===== src/rtl/pswd_pkg.sv =====
package pswd_pkg;

  typedef enum logic [1:0] {
    PSET_LOW  = 2'b00,
    PSET_MID  = 2'b01,
    PSET_HIGH = 2'b10,
    PSET_RSVD = 2'b11
  } pset_e;

endpackage


===== src/rtl/pswd_cfg_sel.sv =====
module pswd_cfg_sel
  import pswd_pkg::*;
#(
  parameter int B_W      = 9,
  parameter int A_W      = 4,
  parameter int R_W      = 9,
  parameter int P0_B     = 88,
  parameter int P0_A     = 15,
  parameter int P1_B     = 191,
  parameter int P1_A     = 4,
  parameter int P2_B     = 229,
  parameter int P2_A     = 9,
  parameter int PRESET_R = 160
) (
  input  logic           use_preset,
  input  logic [1:0]     preset_sel,
  input  logic [B_W-1:0] prog_b,
  input  logic [A_W-1:0] prog_a,
  input  logic [R_W-1:0] prog_r,
  output logic [B_W-1:0] sel_b,
  output logic [A_W-1:0] sel_a,
  output logic [R_W-1:0] sel_r
);

  logic [B_W-1:0] pre_b;
  logic [A_W-1:0] pre_a;

  always_comb begin
    unique case (pset_e'(preset_sel))
      PSET_LOW: begin pre_b = B_W'(P0_B); pre_a = A_W'(P0_A); end
      PSET_MID: begin pre_b = B_W'(P1_B); pre_a = A_W'(P1_A); end
      default:  begin pre_b = B_W'(P2_B); pre_a = A_W'(P2_A); end
    endcase
  end

  assign sel_b = use_preset ? pre_b : prog_b;
  assign sel_a = use_preset ? pre_a : prog_a;
  assign sel_r = use_preset ? R_W'(PRESET_R) : prog_r;

endmodule


===== src/rtl/pswd_fb_div.sv =====
module pswd_fb_div #(
  parameter int B_W = 9,
  parameter int A_W = 4
) (
  input  logic           clk,
  input  logic           rst,
  input  logic           en,
  input  logic [B_W-1:0] new_b,
  input  logic [A_W-1:0] new_a,
  output logic           cyc_end,
  output logic [A_W:0]   pre_cnt,
  output logic [B_W-1:0] b_rem,
  output logic [A_W-1:0] a_rem
);

  localparam logic [A_W:0] PRE_BASE = {1'b1, {A_W{1'b0}}};
  localparam logic [A_W:0] PRE_LAST = PRE_BASE - 1'b1;

  logic swallow;
  logic pre_last;

  assign swallow  = (a_rem != '0);
  assign pre_last = swallow ? (pre_cnt == PRE_BASE) : (pre_cnt == PRE_LAST);
  assign cyc_end  = pre_last && (b_rem == B_W'(1));

  always_ff @(posedge clk) begin
    if (rst || !en) begin
      pre_cnt <= '0;
      b_rem   <= new_b;
      a_rem   <= new_a;
    end else if (pre_last) begin
      pre_cnt <= '0;
      if (b_rem == B_W'(1)) begin
        b_rem <= new_b;
        a_rem <= new_a;
      end else begin
        b_rem <= b_rem - B_W'(1);
        if (swallow) a_rem <= a_rem - A_W'(1);
      end
    end else begin
      pre_cnt <= pre_cnt + 1'b1;
    end
  end

endmodule


===== src/rtl/pswd_ref_div.sv =====
module pswd_ref_div #(
  parameter int R_W = 9
) (
  input  logic           clk,
  input  logic           rst,
  input  logic           en,
  input  logic [R_W-1:0] new_r,
  output logic           cyc_end,
  output logic [R_W-1:0] r_rem
);

  assign cyc_end = (r_rem == R_W'(1));

  always_ff @(posedge clk) begin
    if (rst || !en)   r_rem <= new_r;
    else if (cyc_end) r_rem <= new_r;
    else              r_rem <= r_rem - R_W'(1);
  end

endmodule


===== src/rtl/pswallow_div.sv =====
module pswallow_div #(
  parameter int B_W      = 9,
  parameter int A_W      = 4,
  parameter int R_W      = 9,
  parameter int P0_B     = 88,
  parameter int P0_A     = 15,
  parameter int P1_B     = 191,
  parameter int P1_A     = 4,
  parameter int P2_B     = 229,
  parameter int P2_A     = 9,
  parameter int PRESET_R = 160
) (
  input  logic           clk,
  input  logic           rst,
  input  logic           en,
  input  logic           use_preset,
  input  logic [1:0]     preset_sel,
  input  logic [B_W-1:0] prog_b,
  input  logic [A_W-1:0] prog_a,
  input  logic [R_W-1:0] prog_r,
  output logic           fb_pulse,
  output logic           ref_pulse
);

  logic [B_W-1:0] sel_b;
  logic [A_W-1:0] sel_a;
  logic [R_W-1:0] sel_r;
  logic           fb_end;
  logic           ref_end;
  logic [A_W:0]   fb_pre_cnt;
  logic [B_W-1:0] fb_b_rem;
  logic [A_W-1:0] fb_a_rem;
  logic [R_W-1:0] ref_rem;

  pswd_cfg_sel #(
    .B_W(B_W), .A_W(A_W), .R_W(R_W),
    .P0_B(P0_B), .P0_A(P0_A), .P1_B(P1_B), .P1_A(P1_A),
    .P2_B(P2_B), .P2_A(P2_A), .PRESET_R(PRESET_R)
  ) u_cfg (
    .use_preset(use_preset), .preset_sel(preset_sel),
    .prog_b(prog_b), .prog_a(prog_a), .prog_r(prog_r),
    .sel_b(sel_b), .sel_a(sel_a), .sel_r(sel_r)
  );

  pswd_fb_div #(.B_W(B_W), .A_W(A_W)) u_fb (
    .clk(clk), .rst(rst), .en(en),
    .new_b(sel_b), .new_a(sel_a),
    .cyc_end(fb_end), .pre_cnt(fb_pre_cnt),
    .b_rem(fb_b_rem), .a_rem(fb_a_rem)
  );

  pswd_ref_div #(.R_W(R_W)) u_ref (
    .clk(clk), .rst(rst), .en(en),
    .new_r(sel_r), .cyc_end(ref_end), .r_rem(ref_rem)
  );

  always_ff @(posedge clk) begin
    if (rst || !en) begin
      fb_pulse  <= 1'b0;
      ref_pulse <= 1'b0;
    end else begin
      fb_pulse  <= fb_end;
      ref_pulse <= ref_end;
    end
  end

endmodule


===== config.mk =====
export PLATFORM = sky130hd
export DESIGN_NAME = pswallow_div
export DESIGN_NICKNAME = d
export VERILOG_FILES = /design/src/rtl/pswd_pkg.sv /design/src/rtl/pswd_cfg_sel.sv /design/src/rtl/pswd_fb_div.sv /design/src/rtl/pswd_ref_div.sv /design/src/rtl/pswallow_div.sv
export SDC_FILE = /design/constraint.sdc
export NUM_CORES = 1
export LEC_CHECK = 0
export BUFFER_PORTS_ARGS = -buffer_cell sky130_fd_sc_hd__buf_2
export CAP_MARGIN = 0
export CORE_MARGIN = 10
export CORE_UTILIZATION = 35
export CTS_BUF_LIST = sky130_fd_sc_hd__clkbuf_4 sky130_fd_sc_hd__clkbuf_8
export CTS_CLUSTER_SIZE = 10
export DETAILED_ROUTE_END_ITERATION = 7
export GPL_TIMING_DRIVEN = 0
export PLACE_DENSITY = 0.52
export SYNTH_ARGS = -nofsm -noshare
export SYNTH_HDL_FRONTEND = slang
export SYNTH_SLANG_ARGS = --single-unit

===== constraint.sdc =====
create_clock -name clk -period 5.51 [get_ports clk]
set_clock_uncertainty 0.05 [all_clocks]
set_input_delay 0.2755 -clock clk [delete_from_list [all_inputs] [get_ports clk]]
set_output_delay 0.2755 -clock clk [all_outputs]
set_load 0.02 [all_outputs]

; After elaboration in Yosys (flattened, before gate mapping)
; Cells that the tools add are included.
[totals]
ff_bits = 29
inputBits = 28
wordCells = 39
[op_classes]
addsub = 4
n_eq_ne = 5
muxes = 15
reduce_logical = 9
[op_table]
columns = cell, n
row1 = two-way mux 9 bit, 7
row2 = two-way mux 4 bit, 5
row3 = equality test 9 x 1 -> 1 bit (second input constant), 2
row4 = subtractor 9 x 1 -> 9 bit (second input constant), 2
row5 = one-hot mux 8 bit (2 select lines), 1
row6 = one-hot mux 4 bit (2 select lines), 1
row7 = adder 5 x 1 -> 5 bit (second input constant), 1
row8 = equality test 5 x 4 -> 1 bit (second input constant), 1
row9 = equality test 5 bit (second input constant), 1
row10 = nonzero test 4 bit, 1
row11 = subtractor 4 x 1 -> 4 bit (second input constant), 1
row12 = nonzero test 3 bit, 1
row13 = equality test 2 x 1 -> 1 bit (second input constant), 1
row14 = logical NOT 2 bit, 1
row15 = AND reduction 2 bit, 1
row16 = nonzero test 2 bit, 1
row17 = OR reduction 2 bit, 1
row18 = logical AND 1 bit, 1
row19 = logical NOT 1 bit, 1
row20 = logical OR 1 bit, 1
row21 = two-way mux 1 bit, 1

; Longest topological paths before layout
; Gate-level depths: netlist (run 1).
[depth]
depth_word = 6
depth_mapped = 7
depth_no_buf = 6

; By module
; Synthesis (run 1) repeated with hierarchy kept, for this count alone.
[unflattened]
cells_unflattened = 190
area_unflattened_um2 = 1910.6
[by_module_without_submodules]
columns = module, n_inst, cells_each, area_per_inst_um2, seq_area_each_um2
row1 = pswd_fb_div, 1, 100, 1143.6, 490.5
row2 = pswd_ref_div, 1, 50, 498.0, 180.2
row3 = pswd_cfg_sel, 1, 36, 211.5, 0.0
row4 = pswallow_div, 1, 4, 57.6, 40.0

; Least setup slack after synthesis (run 1)
; Ideal clock, no wire load.
[synth_path]
path_kind = register to register
from = reg u_fb.a_rem[0]
to = reg u_fb.a_rem[0], enable pin
t_arrival_ns = 1.766
setup_slack_ns = 3.356
stages_incl_launch_ff = 8
n_path_buf = 1
period_less_slack_ns = 2.154
path_cell_list = edfxtp_1 > inv_1 > ha_1 > nor3b_1 > nor4b_1 > or3_1 > buf_6 > a21boi_1
[synth_via]
elab_chain_cells = 4
elab_cells_between_ends = 5
[synth_lines]
columns = element, line
row1 = start: declaration, pswd_fb_div.sv:13  ; output logic [A_W-1:0] a_rem
row2 = start signal: assignment, pswd_fb_div.sv:30  ; a_rem <= new_a;
row3 = start signal: assignment, pswd_fb_div.sv:35  ; a_rem <= new_a;
row4 = start signal: assignment, pswd_fb_div.sv:38  ; if (swallow) a_rem <= a_rem - A_W'(1);
row5 = nonzero test 4 bit *, pswd_fb_div.sv:22  ; assign swallow = (a_rem != '0);
row6 = two-way mux 1 bit, pswd_fb_div.sv:23  ; assign pre_last = swallow ? (pre_cnt == PRE_BASE) : (pre_cnt == PRE_LAST);
row7 = nonzero test 2 bit (no line), -
row8 = AND reduction 2 bit (no line) *, -
; Every way passes the cells marked *; elsewhere a longest branch is shown, timed or not.
; A chain may end at the register's enable or synchronous reset.

; Final worst setup path (run 1)
[layout_path]
from = reg u_fb.a_rem[0]
to = reg u_fb.a_rem[3], enable pin
; Same word-level chain as after synthesis.

==> flow_summary_export.csv, run 1 <==
group,metric,value,unit
run_status,status,"completed",
global_route,overflow,0,
layout,nets,239,
global_route,antenna_found_initial,0,
cts,cts_hold_buf,0,
global_route,grt_pass1_vias,1420,
global_route,grt_max_degree,16,
synthesis,syn_avg_cell_area,9.588,µm²
sta,post-route-period-util,44.96,%
sta,tightest_slew,0.5490,ns
sta,maxSlewHeadroom,62.89,%
setup_path,cp.arrival,2.37,ns
cts,post_cts_buffers,0,
cts,htree_levels,2,
synthesis,synth-async-reset-ratio,0,%
cts,cts_num_sinks,29,
synthesis,yosysWarnings,0,
global_route,track_usage,10.05,%
synthesis,synth_top_area_share,24.09,%
floorplan,fp.dieH,88.04,µm
sta,fmaxAchievable,403.7,MHz
setup_path,critical_path.max_fanout,15,
cts,tritoncts,"done",
layout,fillerInstances,444,
layout,fin_cells,258,
sta,hold_viol,0,
layout,stdcell_area,1928,µm²
setup_path,crit_type,"flop to flop",
layout,area_delta_synth_final,19.00,%
synthesis,synth_cells,169,
routing,viasPerCell,5.120,
cts,clockRootBuffer,"clkbuf_8",
worst_hold_path,worst_hold_path_type,"primary input to flop",
cts,insertion_delay,0.28,ns
synthesis,synth-edff-count,13,
sta,min_period,2.477,ns
setup_path,cp_data_required_time,5.40,ns
layout,multi_input_area,838.3,µm²
synthesis,syn-num-nets,203,
pwr,p_leak,0.7686,nW
sta,rsz0062_at_grt,"no",
flow_run,maxCapViolations,0,
synthesis,synth_top_flop_cell,"dfxtp_1",
synthesis,syn_area,1620,µm²
synthesis,seq_area_frac_synth,43.86,%
routing,first_iter_violations,48,
routing,ant_nets,0,
layout,drive_above_1_share,21.84,%
placed_design,placedInstanceArea,1831,µm²
sta,drv_slew,0,
cts,clockBufferDepth,2,
placed_design,port_buffers,29,
floorplan,die_width,88.04,µm
placed_design,dp_hpwl,2862,µm
floorplan,die_area,7751,µm²
routing,wire_per_inst,14.73,µm
floorplan,core_area,4414,µm²
cts,cts-resized-gates,0,
routing,first_pass_iters,4,
setup_path,start_kind,"flop",
pwr,power_per_cell_area,282.9,nW/µm²
cts,cts_buffers,5,
routing,wl,3801,µm
global_route,grt_pass1_wl,6182,µm
sta,finalSetupViolations,0,
floorplan,ios,30,
synthesis,ys_seq_elements,29,
synthesis,synth.largest_area_cell,"edfxtp_1",
sta,tns,0,ns
pwr,ir_worst_vdd,142.0,µV
placed_design,gp_congestion,0.8280,
synthesis,ys_types,32,
placed_design,place_inst,250,
synthesis,synth_area_leaders,"edfxtp_1 (24%), dfxtp_1 (20%), xnor2_1 (7.0%)",
routing,via_count,1321,
layout,final-seq-area,710.7,µm²
setup_path,reg2reg_slack,3.03,ns
routing,drc,0,
setup_path,end_kind,"flop",
floorplan,core.rowCount,24,
floorplan,initial_core_util,36.71,%
layout,antennaDiodeCount,0,
cts,cts.clk_slew.worst_paths,0.07,ns
path summary, 6_finish.rpt:
| check | startpoint | end | cells after the start |
|---|---|---|---|
| setup reg to reg | u_fb.a_rem[0] | u_fb.a_rem[3] | 7 |
| hold reg to reg | u_fb.pre_cnt[0] | u_fb.pre_cnt[0] | 1 |
| setup / recovery | u_fb.a_rem[0] | u_fb.a_rem[3] | 7 |
| hold / removal | prog_r[1] | u_ref.r_rem[1] | 3 |
synthesized netlist by cell type (2+ instances only):
cell / n
xor2_1: 5
nor3_1: 9
xnor2_1: 13
nand2b_1: 5
nor2_1: 12
ha_1: 6
nor3b_1: 6
nor4b_1: 2
nand3_1: 4
nand3b_1: 2
inv_1: 10
edfxtp_1: 13
dfxtp_1: 16
nand2_1: 11
nor2b_1: 5
a21o_1: 5
nor4_4: 2
buf_2: 3
o211ai_1: 7
clkbuf_1: 2
o21ai_0: 16
a21oi_1: 5
registers in the layout (all words and copies together) (netlist names):
| register | flops |
|---|---|
| u_ref.r_rem | 9 |
| fb_pulse | 1 |
| u_fb.pre_cnt | 5 |
| ref_pulse | 1 |
| u_fb.b_rem | 9 |
| u_fb.a_rem | 4 |
cells in the final DEF, fill, tap and decap left out:
cell type,synthesis,layout
buf_2,3,32
o21ai_0,16,16
dfxtp_1,16,16
xnor2_1,13,13
edfxtp_1,13,13
nor2_1,12,12
nand2_1,11,11
inv_1,10,10
nor3_1,9,9
o211ai_1,7,7
nor3b_1,6,6
ha_1,6,6
clkbuf_8,0,6
xor2_1,5,5
nor2b_1,5,5
nand2b_1,5,5
a21oi_1,5,5
a21o_1,5,5
nand3_1,4,4
nor4_4,2,2
clkbuf_1,2,2
nor4b_1,2,2
nand3b_1,2,2
clkbuf_4,0,2
a31oi_2,1,1
or4_1,1,1
o31ai_1,1,1
mux2i_1,1,1
or3b_2,1,1
nor4_1,1,1
or4b_1,1,1
or3_1,1,1
buf_6,1,1
a21boi_1,1,1
where the power goes:
part | switching [mW] | internal [mW]
clock network | 0.0791 | 0.112
registers | 0.0207 | 0.247
logic | 0.0431 | 0.0435
per-stage QoR:
step	util (%)	hold WS, ns	setup WS [ns]	power [mW]
6_report	43.68	0.2003	3.033	0.5454
4_1_cts	43.68	0.1966	2.976	0.5504
3_5_place_dp	41.47	0.4052	2.993	0.3598
2_1_floorplan	-	0.3779	3.356	0.3315
3_3_place_gp	41.47	0.4030	3.079	0.3570
5_1_grt	43.68	0.2174	2.706	0.5767
area by class of cell:
type	count	area share [%]
Inverter	10	1.947
Sequential cell	29	36.86
Buffer	6	1.752
Tap cell	52	3.374
Multi-Input combinational cell	124	43.48
Clock buffer	8	5.062
Timing Repair Buffer	29	7.528
worst max-delay path, stage by stage (launching register included):
cell and delay, ns:
edfxtp_1 0.40, inv_1 0.08, ha_1 0.19, nor3b_1 0.34, nor4b_1 0.35, or3_1 0.17
buf_6 0.18, a21boi_1 0.37
cell families (layout without fill, tap and decap cells):
logic type	after synthesis	count (layout)	synth area share, %
adder cells (fa/ha/maj)	6	6	4.633
multiplexers	1	1	0.6178
XOR/XNOR	18	18	9.730
buffers and inverters	16	53	4.402
flip-flops	29	29	43.86
AND/OR/NAND/NOR	63	63	23.01
AO/OA/AOI/OAI	36	36	13.75
per-layer routing:
metal,global-route usage (%),part of all wire [%]
met1,10.55,43
met3,2.971,4.6
met4,4.708,1.6
met5,0,0
met2,17.99,51
(Power assumes the default switching activity.)
==> run 2: changes to the inputs <==
Clock period 5.51 ns to 2.5 ns, I/O delays scaled along.
==> run 2 against run 1 <==
Compared with the run above:
- worst hold slack got worse by 0.15 ns
- critical endpoint unchanged
- routed wire length did not move
- count of clock-buffer cells in the layout stayed put
- critical path type unchanged
- clock power up 120%
- cell area up 0.78%
- via count decreased by 1.2%
- sequential share of layout area down 0.28 points
- combinational power increased by 120%
==> flow_summary_export.csv, run 2 (synthesized netlist as in run 1, its figures left out) <==
group,metric,value,unit
floorplan,core.rowCount,24,
cts,tritoncts,"done",
floorplan,ios,30,
floorplan,die_area,7751,µm²
layout,stdcell_area,1943,µm²
sta,tightest_slew,0.5478,ns
setup_path,critical_path.max_fanout,15,
pwr,ir_worst_vdd,312.8,µV
routing,drc,0,
layout,final-seq-area,710.7,µm²
run_status,status,"completed",
routing,ant_nets,0,
sta,tns,0,ns
layout,area_delta_synth_final,19.92,%
cts,clockBufferDepth,2,
sta,hold_viol,0,
floorplan,fp.dieH,88.04,µm
placed_design,placedInstanceArea,1831,µm²
setup_path,cp_data_required_time,2.41,ns
floorplan,core_area,4414,µm²
floorplan,die_width,88.04,µm
routing,first_iter_violations,46,
routing,first_pass_iters,4,
global_route,grt_max_degree,16,
setup_path,cp.arrival,2.11,ns
layout,fillerInstances,443,
cts,post_cts_buffers,0,
sta,maxSlewHeadroom,62.97,%
sta,fmaxAchievable,455.9,MHz
sta,rsz0062_at_grt,"no",
layout,mostFrequentLayoutCells,"buf_2 (32), o21ai_0 (16), dfxtp_1 (16), xnor2_1 (13), edfxtp_1 (13)",
setup_path,crit_type,"flop to flop",
global_route,grt_pass1_wl,6175,µm
placed_design,gp_congestion,0.8280,
global_route,antenna_found_initial,0,
sta,whs,0.05019,ns
layout,final_common_cell,"buf_2",
pwr,power_per_cell_area,619.3,nW/µm²
setup_path,start_kind,"flop",
placed_design,dp_hpwl,2862,µm
sta,post-route-period-util,87.75,%
cts,insertion_delay,0.28,ns
routing,wire_per_inst,14.73,µm
cts,clockRootBuffer,"clkbuf_8",
sta,drv_slew,0,
pwr,p_leak,0.7707,nW
sta,finalSetupViolations,0,
floorplan,initial_core_util,36.71,%
layout,antennaDiodeCount,0,
flow_run,maxCapViolations,0,
placed_design,port_buffers,29,
routing,via_count,1305,
layout,fin_cells,258,
setup_path,end_kind,"flop",
worst_hold_path,worst_hold_path_type,"primary input to flop",
cts,htree_levels,2,
layout,reg_top3,"u_fb.b_rem x9, u_ref.r_rem x9, u_fb.pre_cnt x5",
cts,cts_buffers,5,
routing,wl,3801,µm
layout,multi_input_area,853.3,µm²
routing,viasPerCell,5.058,
cts,cts_num_sinks,29,
global_route,track_usage,10.03,%
cts,cts.clk_slew.worst_paths,0.07,ns
layout,nets,239,
sta,min_period,2.194,ns
placed_design,place_inst,250,
global_route,overflow,0,
global_route,grt_pass1_vias,1420,
layout,drive_above_1_share,23.30,%
## run 2: cell count changes in the layout (fill, tap and decap cells not counted)
cell / delta
nor4b_1: -1
a21boi_1: -1
nor3b_1: -1
a21boi_2: +1
nor4b_2: +1
nor3b_2: +1
## run 2: power by group
group | leakage (nW) | switching (mW) | total (mW) | internal [mW]
combinational | 0.454 | 0.0953 | 0.192 | 0.0966
sequential | 0.265 | 0.0466 | 0.592 | 0.545
clock | 0.0523 | 0.174 | 0.419 | 0.246
## run 2: final timing paths
check,depth (start not counted),startpoint,end,slack (ns)
worst max-delay path,7,u_fb.a_rem[0],u_fb.a_rem[3],0.31
worst min-delay path,3,prog_r[1],u_ref.r_rem[1],0.05
worst max register to register,7,u_fb.a_rem[0],u_fb.a_rem[3],0.31
worst min register to register,1,u_fb.pre_cnt[0],u_fb.pre_cnt[0],0.41
## run 2: layout make-up
| class | count | area share [%] |
|---|---|---|
| multi-input cells | 124 | 43.92 |
| flip-flops and latches | 29 | 36.57 |
| repair buffers | 29 | 7.469 |
| clock buffers | 8 | 5.023 |
| well taps | 52 | 3.348 |
| inverters | 10 | 1.932 |
| plain buffers | 6 | 1.739 |
## run 2: critical path, cell delays in order, from the launching register on
cell      delay (ns)
edfxtp_1        0.40
inv_1           0.08
ha_1            0.18
nor3b_2         0.28
nor4b_2         0.27
or3_1           0.16
buf_6           0.18
a21boi_2        0.28
## run 2: layer usage
layer | track usage [%] | routed length, µm
met3 | 2.971 | 180
met4 | 4.708 | 45
met1 | 10.55 | 1616
met5 | 0 | 0
met2 | 17.92 | 1959
## run 2: through the flow
stage / util [%] / power (mW) / setup WS, ns
after global routing: 44.02 / 1.273 / 0.05486
after global placement: 41.47 / 0.7868 / 0.06893
after detailed placement: 41.47 / 0.7930 / -0.01687
after CTS: 43.76 / 1.214 / 0.02487
final: 44.02 / 1.203 / 0.3064
after floorplan: - / 0.7306 / 0.3458
## run 2: what timing repair did
item | CTS | global route
gates cloned | 0 | 0
hold buffers | 0 | 0
hold endpoints to repair | 0 | 0
resized for setup | 1 | 2
endpoints found under the setup margin | 4 | 4
==> run 3: changes to the inputs <==
Settings changed: CORE_ASPECT_RATIO set to 1.2.
==> run 3 against run 2 <==
Compared with the run above:
- largest power group unchanged
- sequential share of layout area increased by 0.071 points
- flip-flop and latch count did not move
- first-iteration DRC count up 20%
==> flow_summary_export.csv, run 3 (synthesized netlist as in run 1, its figures left out) <==
group,metric,value,unit
setup_path,cp.arrival,2.18,ns
cts,cts-resized-gates,1,
cts,cts.clk_slew.worst_paths,0.06,ns
routing,first_pass_iters,4,
cts,clockRootBuffer,"clkbuf_8",
pwr,power_per_cell_area,598.0,nW/µm²
pwr,p_leak,0.7668,nW
layout,area_delta_synth_final,19.69,%
setup_path,startpoint,"u_fb.a_rem[0]",
pwr,p_seq_share,51.0,%
placed_design,gp_congestion,0.8093,
floorplan,ios,30,
sta,whs,0.04016,ns
cts,cts_hold_buf,0,
pwr,power.switching_fraction,27.13,%
floorplan,die_area,7762,µm²
cts,clockBufferDepth,2,
sta,tightest_slew,0.5059,ns
cts,post_cts_buffers,0,
setup_path,start_kind,"flop",
global_route,grt_max_degree,16,
routing,viasPerCell,5.072,
flow_run,maxCapViolations,0,
sta,min_period,2.258,ns
sta,maxSlewHeadroom,66.27,%
layout,stdcell_area,1939,µm²
global_route,track_usage,10.51,%
setup_path,critical_path.max_fanout,15,
floorplan,initial_core_util,35.79,%
layout,final_common_cell,"buf_2",
sta,setup_slack,0.2416,ns
global_route,overflow,0,
routing,wire_per_inst,14.08,µm
sta,hold_viol,0,
routing,wl,3717,µm
pwr,p_switching,0.3146,mW
routing,drc,0,
pwr,p_int,0.8451,mW
layout,reg_top3,"u_fb.b_rem x9, u_ref.r_rem x9, u_fb.pre_cnt x5",
placed_design,place_ws,-0.03566,ns
setup_path,end_kind,"flop",
placed_design,placedInstanceArea,1838,µm²
setup_path,cp_data_required_time,2.42,ns
sta,finalSetupViolations,0,
global_route,antenna_found_initial,0,
pwr,ir_worst_vdd,380.5,µV
cts,cts_num_sinks,29,
global_route,grt_pass1_wl,6272,µm
layout,nets,239,
routing,ant_nets,0,
setup_path,crit_type,"flop to flop",
floorplan,fp.dieH,94.54,µm
placed_design,dp_hpwl,2865,µm
pwr,p_total,1.160,mW
worst_hold_path,worst_hold_path_type,"primary input to flop",
routing,first_iter_violations,55,
run_status,status,"completed",
global_route,grt_pass1_vias,1446,
setup_path,r2r_start,"u_fb.a_rem[0]",
cts,tritoncts,"done",
layout,antennaDiodeCount,0,
cts,insertion_delay,0.28,ns
layout,drive_above_1_share,23.30,%
cts,htree_levels,2,
sta,rsz0062_at_grt,"no",
floorplan,core_area,4527,µm²
sta,fmaxAchievable,442.8,MHz
sta,post-route-period-util,90.34,%
setup_path,cp_cell_sequence,"inv_1, ha_1, nor3b_2, nor4b_2, or3_1, buf_6, a21boi_2",
cts,cts_buffers,5,
routing,via_count,1339,
setup_path,cp_slowest_cell,"edfxtp_1",
layout,mostFrequentLayoutCells,"buf_2 (32), o21ai_0 (16), dfxtp_1 (16), xnor2_1 (13), edfxtp_1 (13)",
placed_design,port_buffers,29,
setup_path,slowest_delay,0.41,ns
sta,drv_slew,0,
worst_hold_path,hold_start,"prog_r[5]",
layout,final_util,42.84,%
floorplan,die_width,82.11,µm
floorplan,core.rowCount,27,
pwr,pwr-share-clk,32.5,%
pwr,p_comb_share,16.5,%
run 3: critical path: cells and delay by family, from the launching register on:
family | cells | cell delay [ns]
flip-flops | 1 | 0.41
adder cells (fa/ha/maj) | 1 | 0.18
AND/OR/NAND/NOR | 3 | 0.74
buffers and inverters | 2 | 0.25
AO/OA/AOI/OAI | 1 | 0.30
run 3: layer usage:
metal,global-route usage [%],vias up,share of wire (%)
met1,9.715,629,39
met5,0,-,0
met2,18.78,32,50
li1,-,668,-
met3,4.278,10,7.5
met4,6.108,0,2.8
run 3: area by class of cell:
class	instances	area, µm²
fill	478	2587
inverter	10	37.54
clock buffer	6	76.32
buffer	6	33.78
clock inverter	2	10.01
timing repair buffer	29	145.1
multi-input combinational	124	853.3
sequential	29	710.7
tap	58	72.57
run 3: final timing paths:
kind | to | slack [ns] | cells after the start
hold reg to reg | u_fb.pre_cnt[0] | 0.42 | 1
hold / removal | u_ref.r_rem[5] | 0.04 | 3
setup / recovery | u_fb.a_rem[2] | 0.24 | 7
setup reg to reg | u_fb.a_rem[2] | 0.24 | 7
run 3: metrics by stage:
stage                     setup TNS, ns  instances
after CTS                             0        264
after global routing                  0        264
final                                 0        264
after detailed placement        -0.1423        256
after floorplan                       0        169
after global placement        -0.009124        256
run 3: power groups by stage:
stage / clock, mW / sequential (mW) / combinational (mW)
6_report: 0.376 / 0.592 / 0.192
3_3_place_gp: 0 / 0.600 / 0.187
5_1_grt: 0.411 / 0.597 / 0.222
3_5_place_dp: 0 / 0.601 / 0.192
4_1_cts: 0.390 / 0.591 / 0.194
2_1_floorplan: 0 / 0.591 / 0.139
